==> config.mk <==
export PLATFORM = sky130hd
export DESIGN_NAME = nvw_commit
export DESIGN_NICKNAME = d
export VERILOG_FILES = /design/src/rtl/nvw_pkg.sv /design/src/rtl/nvw_lane_buf.sv /design/src/rtl/nvw_cycle_timer.sv /design/src/rtl/nvw_ack_gate.sv /design/src/rtl/nvw_commit.sv
export SDC_FILE = /design/constraint.sdc
export NUM_CORES = 1
export LEC_CHECK = 0
export ABC_AREA = 1
export BUFFER_PORTS_ARGS = -buffer_cell sky130_fd_sc_hd__buf_2
export CORE_MARGIN = 2
export CORE_UTILIZATION = 40
export CTS_BUF_LIST = sky130_fd_sc_hd__clkbuf_16
export CTS_CLUSTER_DIAMETER = 80
export DETAILED_ROUTE_END_ITERATION = 10
export PLACE_DENSITY_LB_ADDON = 0.15
export REMOVE_ABC_BUFFERS = 1
export SYNTH_ARGS = -nofsm -noshare
export SYNTH_HDL_FRONTEND = slang
export SYNTH_SLANG_ARGS = --single-unit
==> constraint.sdc <==
create_clock -name clk -period 1.74 [get_ports clk]
set_input_delay 0.348 -clock clk [delete_from_list [all_inputs] [get_ports clk]]
set_output_delay 0.348 -clock clk [all_outputs]
set_load 0.005 [all_outputs]
==> src/rtl/nvw_pkg.sv <==
package nvw_pkg;

   typedef enum logic {
      ST_IDLE = 1'b0,
      ST_PROG = 1'b1
   } nvw_state_e;

   function automatic int unsigned cnt_width(input int unsigned n);
      return (n < 2) ? 1 : $clog2(n);
   endfunction

endpackage

==> src/rtl/nvw_lane_buf.sv <==
module nvw_lane_buf #(
   parameter int unsigned LANES  = 16,
   parameter int unsigned DATA_W = 8,
   localparam int unsigned IDX_W = $clog2(LANES)
) (
   input  logic                    clk,
   input  logic                    rst_n,
   input  logic                    load_en,
   input  logic [IDX_W-1:0]        load_idx,
   input  logic [DATA_W-1:0]       load_data,
   input  logic                    clear,
   output logic [LANES-1:0]        valid,
   output logic [LANES*DATA_W-1:0] data_flat
);

   for (genvar l = 0; l < LANES; l++) begin : g_lane
      localparam logic [IDX_W-1:0] MY_IDX = IDX_W'(l);
      logic              hit;
      logic              vld_q;
      logic [DATA_W-1:0] dat_q;

      assign hit = load_en && (load_idx == MY_IDX);

      always_ff @(posedge clk or negedge rst_n) begin
         if (!rst_n) begin
            vld_q <= 1'b0;
            dat_q <= '0;
         end else if (clear) begin
            vld_q <= 1'b0;
         end else if (hit) begin
            vld_q <= 1'b1;
            dat_q <= load_data;
         end
      end

      assign valid[l]                          = vld_q;
      assign data_flat[l*DATA_W +: DATA_W]     = dat_q;
   end

endmodule

==> src/rtl/nvw_cycle_timer.sv <==
module nvw_cycle_timer
   import nvw_pkg::*;
#(
   parameter int unsigned WRITE_CYCLES = 1250000
) (
   input  logic clk,
   input  logic rst_n,
   input  logic start,
   output logic busy,
   output logic last,
   output logic done
);

   localparam int unsigned CNT_W = cnt_width(WRITE_CYCLES);
   localparam logic [CNT_W-1:0] LAST_CNT = CNT_W'(WRITE_CYCLES - 1);

   nvw_state_e       state_q;
   logic [CNT_W-1:0] cnt_q;

   assign busy = (state_q == ST_PROG);
   assign last = busy && (cnt_q == LAST_CNT);

   always_ff @(posedge clk or negedge rst_n) begin
      if (!rst_n) begin
         state_q <= ST_IDLE;
         cnt_q   <= '0;
         done    <= 1'b0;
      end else begin
         done <= 1'b0;
         unique case (state_q)
            ST_IDLE: begin
               if (start) begin
                  state_q <= ST_PROG;
                  cnt_q   <= '0;
               end
            end
            ST_PROG: begin
               if (last) begin
                  state_q <= ST_IDLE;
                  done    <= 1'b1;
               end else begin
                  cnt_q <= cnt_q + 1'b1;
               end
            end
            default: state_q <= ST_IDLE;
         endcase
      end
   end

endmodule

==> src/rtl/nvw_ack_gate.sv <==
module nvw_ack_gate (
   input  logic addr_hit,
   input  logic busy,
   output logic addr_ack
);

   assign addr_ack = addr_hit && !busy;

endmodule

==> src/rtl/nvw_commit.sv <==
module nvw_commit #(
   parameter int unsigned LANES        = 16,
   parameter int unsigned DATA_W       = 8,
   parameter int unsigned PAGE_W       = 7,
   parameter int unsigned WRITE_CYCLES = 1250000,
   localparam int unsigned IDX_W       = $clog2(LANES)
) (
   input  logic                    clk,
   input  logic                    rst_n,
   input  logic                    lane_wr,
   input  logic [IDX_W-1:0]        lane_idx,
   input  logic [DATA_W-1:0]       lane_data,
   input  logic [PAGE_W-1:0]       page_in,
   input  logic                    stop_seen,
   input  logic                    addr_hit,
   output logic                    addr_ack,
   output logic                    busy,
   output logic [LANES-1:0]        pend_mask,
   output logic [LANES-1:0]        arr_we,
   output logic [PAGE_W-1:0]       arr_page,
   output logic [LANES*DATA_W-1:0] arr_wdata,
   output logic                    done
);

   if (LANES < 2 || (1 << IDX_W) != LANES) begin : g_bad_lanes
      $error("nvw_commit: LANES must be a power of two, at least 2");
   end
   if (DATA_W < 1) begin : g_bad_width
      $error("nvw_commit: DATA_W must be at least 1");
   end
   if (PAGE_W < 1) begin : g_bad_page
      $error("nvw_commit: PAGE_W must be at least 1");
   end
   if (WRITE_CYCLES < 2) begin : g_bad_cycles
      $error("nvw_commit: WRITE_CYCLES must be at least 2");
   end

   logic              start;
   logic              last;
   logic              load_en;
   logic [LANES-1:0]  valid;
   logic [PAGE_W-1:0] page_q;

   assign load_en = lane_wr && !busy;
   assign start   = stop_seen && !busy && (|valid);

   nvw_lane_buf #(
      .LANES  (LANES),
      .DATA_W (DATA_W)
   ) u_buf (
      .clk       (clk),
      .rst_n     (rst_n),
      .load_en   (load_en),
      .load_idx  (lane_idx),
      .load_data (lane_data),
      .clear     (last),
      .valid     (valid),
      .data_flat (arr_wdata)
   );

   nvw_cycle_timer #(
      .WRITE_CYCLES (WRITE_CYCLES)
   ) u_timer (
      .clk   (clk),
      .rst_n (rst_n),
      .start (start),
      .busy  (busy),
      .last  (last),
      .done  (done)
   );

   nvw_ack_gate u_gate (
      .addr_hit (addr_hit),
      .busy     (busy),
      .addr_ack (addr_ack)
   );

   always_ff @(posedge clk or negedge rst_n) begin
      if (!rst_n) begin
         page_q <= '0;
      end else if (start) begin
         page_q <= page_in;
      end
   end

   assign arr_page  = page_q;
   assign arr_we    = last ? valid : '0;
   assign pend_mask = valid;

endmodule

==> run_results.csv <==
group,metric,value,unit
timing,slew_violations,0,
logic_synthesis,ys.flop_type,"dfrtp_1",
power_and_ir_drop,power_frac_comb,2.9,%
cells_and_area,fin_area,9580,µm²
critical_path,r2r_start,"u_timer.cnt_q[5]",
power_and_ir_drop,total_power,7940,µW
power_and_ir_drop,power_frac_clock,46.1,%
critical_path,cp_max_fo,6,
logic_synthesis,synth_seq_cells,174,
timing,timing.fmax,472,MHz
critical_path,start_kind,"flop",
logic_synthesis,synth_commonest_cells,"nand2_1 (235), dfrtp_1 (174), o21ai_0 (136)",
logic_synthesis,syn_inst,810,
critical_path,crit_type,"reg -> out",
cells_and_area,utilization,53.5,%
worst_hold_path,hp-start,"page_in[5]",
timing,fin_ws,-381,ps
cells_and_area,final_nets,1062,
logic_synthesis,synth_top_area_share,59.7,%
status,status,"finished, violations left",
timing,setup_violations,16,
logic_synthesis,synth-seq-area-share,59.7,%
grt,track_usage,22.2,%
routing,viasPerCell,4.84,
clock_network,clk_path_buf_depth,2,
cells_and_area,area_delta_synth_final,31.4,%
logic_synthesis,yosys_warnings,0,
placed_design,numPlacedInstances,1233,
logic_synthesis,synthTopCellsByArea,"dfrtp_1 (60%), nand2_1 (12%), o21ai_0 (9.3%), nand3_1 (3.7%), nor2_1 (3.0%)",
run,maxCapViolCount,0,
timing,timing.final.crit_share,122,%
power_and_ir_drop,switchingPower,1850,µW
power_and_ir_drop,ir_drop,0.708,mV
clock_network,insertion_delay,430,ps
cells_and_area,seqCellArea,4350,µm²
placed_design,gp_congestion,0.850,
clock_network,cts_tree,"yes",
critical_path,setup.worst_path.start,"u_timer.cnt_q[5]",
routing,drtIter0Drc,429,
status,violations,"negative setup slack",
timing,rsz0062_at_grt,"true",
grt,antenna_found_initial,1,
logic_synthesis,synth_area,7290,µm²
grt,grt_pass1_wl,33400,µm
clock_network,clkTransAtPathRegs,70,ps
timing,hold_viol,0,
power_and_ir_drop,power_density,828,nW/µm²
timing,slew_headroom,68.8,%
floorplan,die-area,19300,µm²
logic_synthesis,synth_edf_count,0,
floorplan,die_x,139,µm
routing,antenna_left,0,
worst_hold_path,hold_path_class,"in -> reg",
routing,drtPass1Iterations,5,
grt,first_global_vias,5908,
timing,fin_crit,2120,ps
clock_network,cts_root_buffer,"clkbuf_16",
placed_design,dp_hpwl,14400,µm
power_and_ir_drop,p_seq_share,51.0,%
placed_design,preCtsSetupSlack,5.79,ps
logic_synthesis,synth_cell_types,28,
critical_path,cp-end-kind,"output port",
cells_and_area,drive_gt1_share,33.3,%
power_and_ir_drop,p_sw_share,23.3,%
routing,wl,21200,µm
logic_synthesis,yosys.area.top_type,"dfrtp_1",
clock_network,cts_sinks,174,
routing,post-route-drc-count,0,
clock_network,htree_levels,4,
cells_and_area,final_cells,1280,
timing,clock_skew,8.69,ps
floorplan,placementRows,49,
routing,vias,6197,
cells_and_area,fill_cells,1699,
timing,worst_pin_slew,467,ps
placed_design,portBuffers,193,
grt,gr-total-overflow,0,
floorplan,initial_core_util,40.7,%
critical_path,crit_required,1390,ps
clock_network,cts_buffers,17,
grt,grt_max_degree,52,
placed_design,place_area,8660,µm²
floorplan,pin_count,194,
floorplan,die_h,139,µm
floorplan,core_area,17900,µm²
cells_and_area,multi_input_area,2550,µm²
logic_synthesis,syn_avg_cell_area,9.01,µm²
critical_path,reg2reg_depth,9,
routing,routedWlPerCell,16.6,µm
logic_synthesis,ys_async_sr_fraction,100,%
power_and_ir_drop,p_int,6090,µW
worst_hold_path,min_path_cells,3,
critical_path,arrival,1770,ps
logic_synthesis,synth_most_common_cell,"nand2_1",
power_and_ir_drop,p_leak,0.00510,µW
## flip-flops by register name, indices dropped and copies added, names as in the netlist
name                cells
arr_page                7
u_buf.g_lane.dat_q    128
u_timer.busy            1
u_timer.cnt_q          21
u_buf.g_lane.vld_q     16
u_timer.done            1
## routing by layer
metal	vias to the layer above	track usage [%]	wire length, µm
met2	193	34.9	9890
li1	3038	-	-
met5	-	0	13
met1	2948	30.0	9420
met4	2	6.17	292
met3	16	6.91	1630
## final timing paths
kind,slack (ps),endpoint
worst max-delay path,-380,arr_we[11]
worst min-delay path,160,arr_page[5]
worst max register to register,10,u_buf.g_lane[15].vld_q
worst min register to register,470,arr_page[1]
max in group asynchronous,730,u_buf.g_lane[0].dat_q[3]
min in group asynchronous,410,u_buf.g_lane[5].dat_q[6]
## repair_timing
action / in CTS / in global routing
hold endpoints to repair: 32 / 0
pin swaps: 2 / 10
buffers inserted: 7 / 4
cloned: 1 / 1
setup endpoints to repair: 16 / 37
hold buffers: 1 / 0
resized for setup: 17 / 49
## power groups by stage
stage	combinational (µW)	sequential, µW	clock (µW)
after global placement	239	4120	0
final	233	4040	3660
after detailed placement	239	4120	0
after global routing	264	4040	3890
after floorplan	36.9	4120	0
after CTS	240	4040	3720
## layout make-up
cell class / count / area share [%]
well taps: 229 / 2.99
diodes: 2 / 0.0522
flip-flops and latches: 174 / 45.4
repair buffers: 258 / 16.7
inverters: 59 / 2.39
clock buffers: 17 / 4.44
clock inverters: 14 / 1.38
multi-input cells: 527 / 26.6
## placed cells by master, fill, tap and decap left out, types with 3 or more instances in the layout
master and n:
nor2_4 10, inv_1 55, nor2_2 16, buf_4 52
nand3_2 6, nand2_1 227, buf_6 3, nand3_1 47
dfrtp_1 174, a21oi_1 9, buf_2 192, clkbuf_16 18
inv_6 5, clkinvlp_4 4, buf_12 6, nand2_2 13
o21ai_0 131, or2_2 4, nor2_1 38, o21ai_1 10
## kinds of logic after synthesis
| family | Yosys count | share of synthesized area, % |
|---|---|---|
| adders and majority gates | 1 | 0.171 |
| DFF | 174 | 59.7 |
| buffers and inverters | 109 | 7.91 |
| AOI/OAI and AO/OA | 152 | 10.5 |
| and+or+nand+nor | 371 | 21.4 |
| xor gates and xnor gates | 3 | 0.360 |
## metrics by stage
| stage | TNS [ps] | hold WS [ps] |
|---|---|---|
| 3_3_place_gp | 0 | 301 |
| 5_1_grt | -7530 | 158 |
| 3_5_place_dp | 0 | 295 |
| 6_report | -5520 | 161 |
| 4_1_cts | -5170 | 145 |
| 2_1_floorplan | -3760 | 52.4 |
## worst max-delay path, cell delays in order (launching register included)
cell and delay [ps]:
dfrtp_1 400, nor2_2 140, nand3_2 100, nor2_4 140, nand3_4 140, clkbuf_16 220
nor2_2 90, buf_2 120
Note: power is estimated with default switching activity, not from simulation.
